--- src/rtl/ebv_pkg.sv ---
package ebv_pkg;

  typedef enum logic [2:0] {
    MD_SINGLE     = 3'b000,
    MD_EXP_NARROW = 3'b001,
    MD_RSVD_A     = 3'b010,
    MD_EXP_WIDE   = 3'b011,
    MD_PERIPH     = 3'b100,
    MD_EMU_NARROW = 3'b101,
    MD_RSVD_B     = 3'b110,
    MD_EMU_WIDE   = 3'b111
  } ebv_mode_e;

  typedef enum logic [1:0] {
    CY_HIDDEN = 2'd0,
    CY_OPEN   = 2'd1,
    CY_DEBUG  = 2'd2,
    CY_IDLE   = 2'd3
  } ebv_cyc_e;

  localparam int MODE_W = 3;
  localparam int PIPE_W = 2;

  function automatic logic mode_is_legal(input logic [MODE_W-1:0] code);
    return (code != MD_RSVD_A) && (code != MD_RSVD_B);
  endfunction

  function automatic logic mode_allows_vis(input ebv_mode_e md);
    return (md == MD_EXP_WIDE) || (md == MD_EMU_NARROW) || (md == MD_EMU_WIDE);
  endfunction

endpackage

--- src/rtl/ebv_mode_reg.sv ---
module ebv_mode_reg
  import ebv_pkg::*;
#(
  parameter ebv_mode_e RESET_MODE = MD_SINGLE
) (
  input  logic              clk,
  input  logic              rst_n,
  input  logic              freeze_i,
  input  logic              secure_i,
  input  logic              we_i,
  input  logic [MODE_W-1:0] wdata_i,
  output ebv_mode_e         mode_o
);

  ebv_mode_e mode_q;
  ebv_mode_e mode_d;
  logic      load_en;

  always_comb begin
    load_en = we_i && !secure_i && !freeze_i && mode_is_legal(wdata_i);
    mode_d  = ebv_mode_e'(wdata_i);
  end

  always_ff @(posedge clk or negedge rst_n) begin
    if (!rst_n) begin
      mode_q <= RESET_MODE;
    end else if (load_en) begin
      mode_q <= mode_d;
    end
  end

  assign mode_o = mode_q;

  AST_SECURE_MODE_LOCK: assert property (@(posedge clk) disable iff (!rst_n)
    (secure_i && we_i) |=> $stable(mode_q));

  AST_RSVD_MODE_IGNORED: assert property (@(posedge clk) disable iff (!rst_n)
    (we_i && ((wdata_i == MD_RSVD_A) || (wdata_i == MD_RSVD_B))) |=> $stable(mode_q));

  AST_MODE_WRITE_TAKES: assert property (@(posedge clk) disable iff (!rst_n)
    (we_i && !secure_i && !freeze_i && (wdata_i == MD_EXP_WIDE)) |=> (mode_q == MD_EXP_WIDE));

endmodule

--- src/rtl/ebv_cycle_class.sv ---
module ebv_cycle_class
  import ebv_pkg::*;
(
  input  ebv_mode_e mode_i,
  input  logic      vis_en_i,
  input  logic      secure_i,
  input  logic      dbg_sel_i,
  input  logic      no_acc_i,
  output ebv_cyc_e  cls_o,
  output logic      vis_eff_o
);

  logic vis_eff;

  always_comb begin
    vis_eff = vis_en_i && !secure_i && mode_allows_vis(mode_i);
    if (!vis_eff) begin
      cls_o = CY_HIDDEN;
    end else if (dbg_sel_i) begin
      cls_o = CY_DEBUG;
    end else if (no_acc_i) begin
      cls_o = CY_IDLE;
    end else begin
      cls_o = CY_OPEN;
    end
  end

  assign vis_eff_o = vis_eff;

endmodule

--- src/rtl/ebv_pin_hold.sv ---
module ebv_pin_hold
  import ebv_pkg::*;
#(
  parameter int ADDR_W = 16,
  parameter int DATA_W = 16
) (
  input  logic              clk,
  input  logic              rst_n,
  input  logic              freeze_i,
  input  ebv_cyc_e          cls_i,
  input  logic [ADDR_W-1:0] int_addr_i,
  input  logic [DATA_W-1:0] int_data_i,
  input  logic              int_lstrb_i,
  input  logic              int_rw_i,
  output logic              e_o,
  output logic              rw_o,
  output logic [ADDR_W-1:0] addr_o,
  output logic [DATA_W-1:0] data_o,
  output logic              lstrb_o
);

  logic              e_q, e_d;
  logic              rw_q, rw_d;
  logic [ADDR_W-1:0] addr_q;
  logic [DATA_W-1:0] data_q;
  logic              lstrb_q;
  logic              ctl_en;
  logic              addr_en;
  logic              data_en;

  always_comb begin
    ctl_en  = !freeze_i;
    addr_en = 1'b0;
    data_en = 1'b0;
    e_d     = 1'b0;
    rw_d    = 1'b1;
    unique case (cls_i)
      CY_OPEN: begin
        e_d     = 1'b1;
        rw_d    = int_rw_i;
        addr_en = !freeze_i;
        data_en = !freeze_i;
      end
      CY_DEBUG: begin
        addr_en = !freeze_i;
      end
      CY_IDLE: begin
        addr_en = 1'b0;
      end
      default: begin
        addr_en = 1'b0;
      end
    endcase
  end

  always_ff @(posedge clk or negedge rst_n) begin
    if (!rst_n) begin
      e_q  <= 1'b0;
      rw_q <= 1'b1;
    end else if (ctl_en) begin
      e_q  <= e_d;
      rw_q <= rw_d;
    end
  end

  always_ff @(posedge clk or negedge rst_n) begin
    if (!rst_n) begin
      addr_q  <= '0;
      lstrb_q <= 1'b0;
    end else if (addr_en) begin
      addr_q  <= int_addr_i;
      lstrb_q <= int_lstrb_i;
    end
  end

  always_ff @(posedge clk or negedge rst_n) begin
    if (!rst_n) begin
      data_q <= '0;
    end else if (data_en) begin
      data_q <= int_data_i;
    end
  end

  assign e_o     = e_q;
  assign rw_o    = rw_q;
  assign addr_o  = addr_q;
  assign data_o  = data_q;
  assign lstrb_o = lstrb_q;

  AST_HIDDEN_HOLDS: assert property (@(posedge clk) disable iff (!rst_n)
    (cls_i == CY_HIDDEN && !freeze_i) |=>
      (!e_q && rw_q && $stable(addr_q) && $stable(data_q) && $stable(lstrb_q)));

  AST_OPEN_DRIVES: assert property (@(posedge clk) disable iff (!rst_n)
    (cls_i == CY_OPEN && !freeze_i) |=>
      (e_q && rw_q == $past(int_rw_i) && addr_q == $past(int_addr_i) &&
       data_q == $past(int_data_i) && lstrb_q == $past(int_lstrb_i)));

  AST_DEBUG_DATA_HELD: assert property (@(posedge clk) disable iff (!rst_n)
    (cls_i == CY_DEBUG && !freeze_i) |=>
      (!e_q && rw_q && $stable(data_q) && addr_q == $past(int_addr_i) &&
       lstrb_q == $past(int_lstrb_i)));

  AST_IDLE_ALL_HELD: assert property (@(posedge clk) disable iff (!rst_n)
    (cls_i == CY_IDLE && !freeze_i) |=>
      (!e_q && rw_q && $stable(addr_q) && $stable(data_q) && $stable(lstrb_q)));

endmodule

--- src/rtl/ebv_pipe_mask.sv ---
module ebv_pipe_mask
  import ebv_pkg::*;
(
  input  logic              clk,
  input  logic              rst_n,
  input  logic              freeze_i,
  input  logic              secure_i,
  input  logic              pipe_en_i,
  input  logic [PIPE_W-1:0] stat_i,
  output logic [PIPE_W-1:0] pipe_o
);

  logic [PIPE_W-1:0] pipe_q;
  logic [PIPE_W-1:0] pipe_d;
  logic              show;

  always_comb begin
    show   = pipe_en_i && !secure_i;
    pipe_d = show ? stat_i : '0;
  end

  always_ff @(posedge clk or negedge rst_n) begin
    if (!rst_n) begin
      pipe_q <= '0;
    end else if (!freeze_i) begin
      pipe_q <= pipe_d;
    end
  end

  assign pipe_o = pipe_q;

  AST_SECURE_PIPE_ZERO: assert property (@(posedge clk) disable iff (!rst_n)
    (secure_i && !freeze_i) |=> (pipe_q == '0));

endmodule

--- src/rtl/ebv_gate_ctrl.sv ---
module ebv_gate_ctrl
  import ebv_pkg::*;
#(
  parameter int         ADDR_W     = 16,
  parameter int         DATA_W     = 16,
  parameter logic [2:0] RESET_MODE = 3'b000
) (
  input  logic              clk,
  input  logic              rst_n,
  input  logic              stop_i,
  input  logic              secure_i,
  input  logic              mode_we_i,
  input  logic [2:0]        mode_wdata_i,
  input  logic              vis_en_i,
  input  logic              dbg_sel_i,
  input  logic              no_acc_i,
  input  logic [ADDR_W-1:0] int_addr_i,
  input  logic [DATA_W-1:0] int_data_i,
  input  logic              int_lstrb_i,
  input  logic              int_rw_i,
  input  logic              pipe_en_i,
  input  logic [1:0]        pipe_stat_i,
  output logic              e_o,
  output logic              rw_o,
  output logic [ADDR_W-1:0] addr_o,
  output logic [DATA_W-1:0] data_o,
  output logic              lstrb_o,
  output logic [1:0]        pipe_o,
  output logic [2:0]        mode_o
);

  logic      stopped_q;
  logic      stopped_d;
  logic      freeze;
  ebv_mode_e mode_cur;
  ebv_cyc_e  cls;
  logic      vis_eff;

  always_comb begin
    stopped_d = stopped_q | stop_i;
    freeze    = stopped_q | stop_i;
  end

  always_ff @(posedge clk or negedge rst_n) begin
    if (!rst_n) begin
      stopped_q <= 1'b0;
    end else begin
      stopped_q <= stopped_d;
    end
  end

  ebv_mode_reg #(
    .RESET_MODE (ebv_mode_e'(RESET_MODE))
  ) u_mode (
    .clk      (clk),
    .rst_n    (rst_n),
    .freeze_i (freeze),
    .secure_i (secure_i),
    .we_i     (mode_we_i),
    .wdata_i  (mode_wdata_i),
    .mode_o   (mode_cur)
  );

  ebv_cycle_class u_class (
    .mode_i    (mode_cur),
    .vis_en_i  (vis_en_i),
    .secure_i  (secure_i),
    .dbg_sel_i (dbg_sel_i),
    .no_acc_i  (no_acc_i),
    .cls_o     (cls),
    .vis_eff_o (vis_eff)
  );

  ebv_pin_hold #(
    .ADDR_W (ADDR_W),
    .DATA_W (DATA_W)
  ) u_pins (
    .clk         (clk),
    .rst_n       (rst_n),
    .freeze_i    (freeze),
    .cls_i       (cls),
    .int_addr_i  (int_addr_i),
    .int_data_i  (int_data_i),
    .int_lstrb_i (int_lstrb_i),
    .int_rw_i    (int_rw_i),
    .e_o         (e_o),
    .rw_o        (rw_o),
    .addr_o      (addr_o),
    .data_o      (data_o),
    .lstrb_o     (lstrb_o)
  );

  ebv_pipe_mask u_pipe (
    .clk       (clk),
    .rst_n     (rst_n),
    .freeze_i  (freeze),
    .secure_i  (secure_i),
    .pipe_en_i (pipe_en_i),
    .stat_i    (pipe_stat_i),
    .pipe_o    (pipe_o)
  );

  assign mode_o = mode_cur;

  AST_NARROW_MODES_HIDE: assert property (@(posedge clk) disable iff (!rst_n)
    ((mode_cur == MD_SINGLE || mode_cur == MD_EXP_NARROW || mode_cur == MD_PERIPH) && !freeze)
      |=> (!e_o && rw_o && $stable(data_o)));

  AST_SECURE_HIDES: assert property (@(posedge clk) disable iff (!rst_n)
    (secure_i && !freeze) |=> (!e_o && rw_o && $stable(addr_o) && $stable(data_o)));

  AST_VIS_ONLY_WHEN_ALLOWED: assert property (@(posedge clk) disable iff (!rst_n)
    vis_eff |-> (vis_en_i && !secure_i));

  AST_STOP_FREEZES: assert property (@(posedge clk) disable iff (!rst_n)
    freeze |=> ($stable(e_o) && $stable(rw_o) && $stable(addr_o) && $stable(data_o) &&
                $stable(lstrb_o) && $stable(pipe_o) && $stable(mode_o)));

endmodule

--- config.mk ---
export PLATFORM = sky130hd
export DESIGN_NAME = ebv_gate_ctrl
export DESIGN_NICKNAME = d
export VERILOG_FILES = /design/src/rtl/ebv_pkg.sv /design/src/rtl/ebv_mode_reg.sv /design/src/rtl/ebv_cycle_class.sv /design/src/rtl/ebv_pin_hold.sv /design/src/rtl/ebv_pipe_mask.sv /design/src/rtl/ebv_gate_ctrl.sv
export SDC_FILE = /design/constraint.sdc
export NUM_CORES = 1
export LEC_CHECK = 0
export CAP_MARGIN = 20
export CORE_ASPECT_RATIO = 1.1
export CORE_UTILIZATION = 39
export DETAILED_ROUTE_END_ITERATION = 8
export PLACE_DENSITY = 0.9
export RECOVER_POWER = 50
export SLEW_MARGIN = 15
export SYNTH_ARGS = -nofsm -noshare
export SYNTH_HDL_FRONTEND = slang
export SYNTH_SLANG_ARGS = --single-unit
--- constraint.sdc ---
create_clock -name clk -period 2 [get_ports clk]
set_input_delay 0.5 -clock clk [delete_from_list [all_inputs] [get_ports clk]]
set_output_delay 0.5 -clock clk [all_outputs]
set_load 0.03 [all_outputs]
==> impl_metrics.py <==
metrics = {
    "detailed_routing": {
        "drt_wl_total_um": 4020,
        "ant_nets": 0,
        "vias_per_cell": 4.73,
        "first_iter_violations": 36,
        "vias": 1229,
        "firstDrtPassIters": 4,
        "wire_per_inst_um": 15.5,
        "drc": 0,
    },
    "clock_network": {
        "ctsHtreeMaxLevel": 2,
        "cts.sinks": 41,
        "cts_tree": "built",
        "cts_buffer_depth": 2,
        "cts-root-buf": "clkbuf_8",
        "postCtsHoldBufs": 0,
        "cts_made_buffers": 5,
        "clk_pin_slew_ns": 0.08,
        "clk_latency_ns": 0.30,
    },
    "sta": {
        "min_period_over_period": 0.964,
        "tightest_slew_ns": 1.17,
        "drv_slew": 0,
        "rsz0062_at_grt": "false",
        "relSlewSlack": 0.221,
        "skew_ns": 0.0103,
        "setup_violations": 0,
        "min_period_ns": 1.93,
        "clock.fmax_mhz": 519,
        "hold_viol": 0,
    },
    "synth": {
        "ys_seq_elements": 41,
        "ys_async_sr_fraction": 1.00,
        "synth_top_cell_area_share": 0.581,
        "synth_area_um2": 1720,
        "synthDistinctLibCells": 21,
        "syn_nets": 151,
        "ys_warn_count": 0,
        "synthFlopType": "dfrtp_1",
        "synthCells": 102,
        "syn-mean-instance-area_um2": 16.9,
        "synthTopCellsByArea": "dfrtp_1 58%, mux2_4 17%, mux2_2 9.8%",
        "yosysMostFrequentCell": "dfrtp_1",
        "synth_edf_count": 0,
        "ys_seq_area_frac": 0.596,
        "synth_common_cells": "40 x dfrtp_1, 19 x mux2_4, 15 x mux2_2",
        "synth_top_cell_by_area": "dfrtp_1",
    },
    "die": {
        "die_h_um": 71.7,
        "start_util": 0.422,
        "coreArea_um2": 4080,
        "fp-row-count": 24,
        "num_io_pins": 88,
        "dieArea_um2": 4690,
        "die_w_um": 65.4,
    },
    "flow_run": {
        "maxCapViolCount": 0,
    },
    "setup_path": {
        "cp_slowest_cell": "ha_1",
        "critPathKind": "in -> reg",
        "cp.required_ns": 2.18,
        "path_buf_inv": 2,
        "max_stage_delay_ns": 0.35,
        "critPathTopFamily": "buffers and inverters",
        "arrival_ns": 2.11,
        "startpoint_type": "input pin",
        "cp_cell_sequence": "dlygate4sd2_1 > nand2_2 > nor3_2 > o21ai_1 > ha_1 > nor2_8 > bufbuf_16 > mux2_2",
        "cp_max_fo": 4,
        "setup.worst_path.end_class": "register",
    },
    "final_layout": {
        "layout-drive-gt1-share": 0.298,
        "register_area_um2": 1030,
        "final_cell_area_um2": 2880,
        "antenna_cells": 0,
        "nets": 256,
        "stdcell_count": 260,
        "nFillCells": 285,
        "area_delta_synth_final_pct": 67.3,
        "multi_input_area_um2": 647,
    },
    "placement": {
        "dp_hpwl_um": 3100,
        "place_area_um2": 2700,
        "portBuffers": 87,
        "placed_cells": 248,
        "place.gp.congestion": 0.734,
    },
    "global_routing": {
        "grt_pass1_wl_um": 6530,
        "grt-ovfl-total": 0,
        "antenna_found_initial": 0,
        "grtUsageTotal": 0.190,
        "grt_pass1_vias": 1316,
        "grt_max_degree": 23,
    },
    "pwr": {
        "p_sw_uw": 352,
        "intPower_uw": 1310,
        "finalPower_uw": 1660,
        "total_leakage_power_uw": 0.00137,
        "p_per_area_nw_per_um2": 577,
        "p_comb_frac": 0.099,
        "clockPowerShare": 0.394,
        "seqPwrFrac": 0.508,
        "switching_share": 0.212,
        "peakVddDrop_v": 0.000341,
    },
    "hold_path": {
        "min_path_type": "in -> async",
    },
    "run_status": {
        "status": "finished clean",
    },
}
[metrics by stage]
stage | utilization | TNS [ns] | hold slack (ns) | setup WS (ns)
2_1_floorplan | - | 0 | 0.204 | 0.0498
6_report | 0.706 | 0 | 0.414 | 0.0724
3_5_place_dp | 0.662 | -14.33 | 0.492 | -0.482
5_1_grt | 0.706 | 0 | 0.516 | 0.000602
4_1_cts | 0.710 | 0 | 0.176 | 0.0532
3_3_place_gp | 0.662 | -10.02 | 0.465 | -0.371
[worst paths after layout]
kind	startpoint	to	slack, ns	depth (start not counted)
max reg2reg	u_mode.mode_o[0]	u_pins.addr_o[6]	0.10	7
max	vis_en_i	u_pins.addr_o[6]	0.07	8
min	rst_n	u_pins.addr_o[2]	0.41	1
min reg2reg	u_pins.e_o	u_pins.e_o	0.51	1
max in group asynchronous	rst_n	u_pins.addr_o[9]	0.66	2
min in group clk	u_pins.e_o	u_pins.e_o	0.51	1
[what timing repair did]
action                                  in CTS  in global routing
endpoints found under the setup margin      34                  5
cloned                                       2                  0
endpoints found under the hold margin        0                  0
setup buffers                                2                  0
resized for setup                            9                  2
pin swaps                                    4                  1
[registers in the layout, indices dropped and copies added (netlist names)]
| signal | cells |
|---|---|
| u_pins.e_o | 1 |
| u_mode.mode_o | 3 |
| stopped_q | 1 |
| u_pipe.pipe_o | 2 |
| u_pins.rw_o | 1 |
| u_pins.data_o | 16 |
| u_pins.addr_o | 16 |
| u_pins.lstrb_o | 1 |
[power groups by stage]
stage               registers, µW  logic (µW)  clock network (µW)
global placement              861         167                   0
CTS                           846         169                 679
global route                  846         178                 724
floorplan                     879        13.1                   0
detailed placement            862         170                   0
finish                        845         164                 656
[kinds of logic (layout without fill, tap and decap cells)]
kind of cell	Yosys count	count (layout)	synth area share
AOI/OAI and AO/OA	9	9	0.0363
adders and majority gates	1	1	0.00726
buffers and inverters	5	111	0.0341
DFF	41	41	0.596
muxes	34	34	0.264
and+or+nand+nor	12	12	0.0625
[cells in the final DEF (no fill, tap or decap), types with 2 or more instances in the layout]
master / netlist / layout
clkbuf_8: 0 / 5
a22o_2: 2 / 2
buf_12: 2 / 2
inv_1: 2 / 2
dlygate4sd2_1: 0 / 4
buf_4: 0 / 5
dfrtp_1: 40 / 40
dlygate4sd3_1: 0 / 9
mux2_4: 19 / 19
a21oi_1: 2 / 2
mux2_2: 15 / 15
clkdlybuf4s50_1: 0 / 73
nor2_8: 2 / 2
clkbuf_1: 0 / 4
o21ai_0: 3 / 2
nand2_1: 3 / 2
[routing by layer]
| metal | vias up | routed length, µm | track usage |
|---|---|---|---|
| met2 | 58 | 2060 | 0.320 |
| li1 | 572 | - | - |
| met1 | 592 | 1660 | 0.234 |
| met5 | - | 0 | 0 |
| met4 | 0 | 65 | 0.0797 |
| met3 | 7 | 241 | 0.0430 |
[area by class of cell]
cell class,count,area share
inverter,2,0.00260
tap,52,0.0226
clock buffer,5,0.0239
multi-input combinational,56,0.224
timing repair buffer,101,0.354
clock inverter,3,0.0161
sequential,41,0.356
Power figures use the tool's default switching activity.
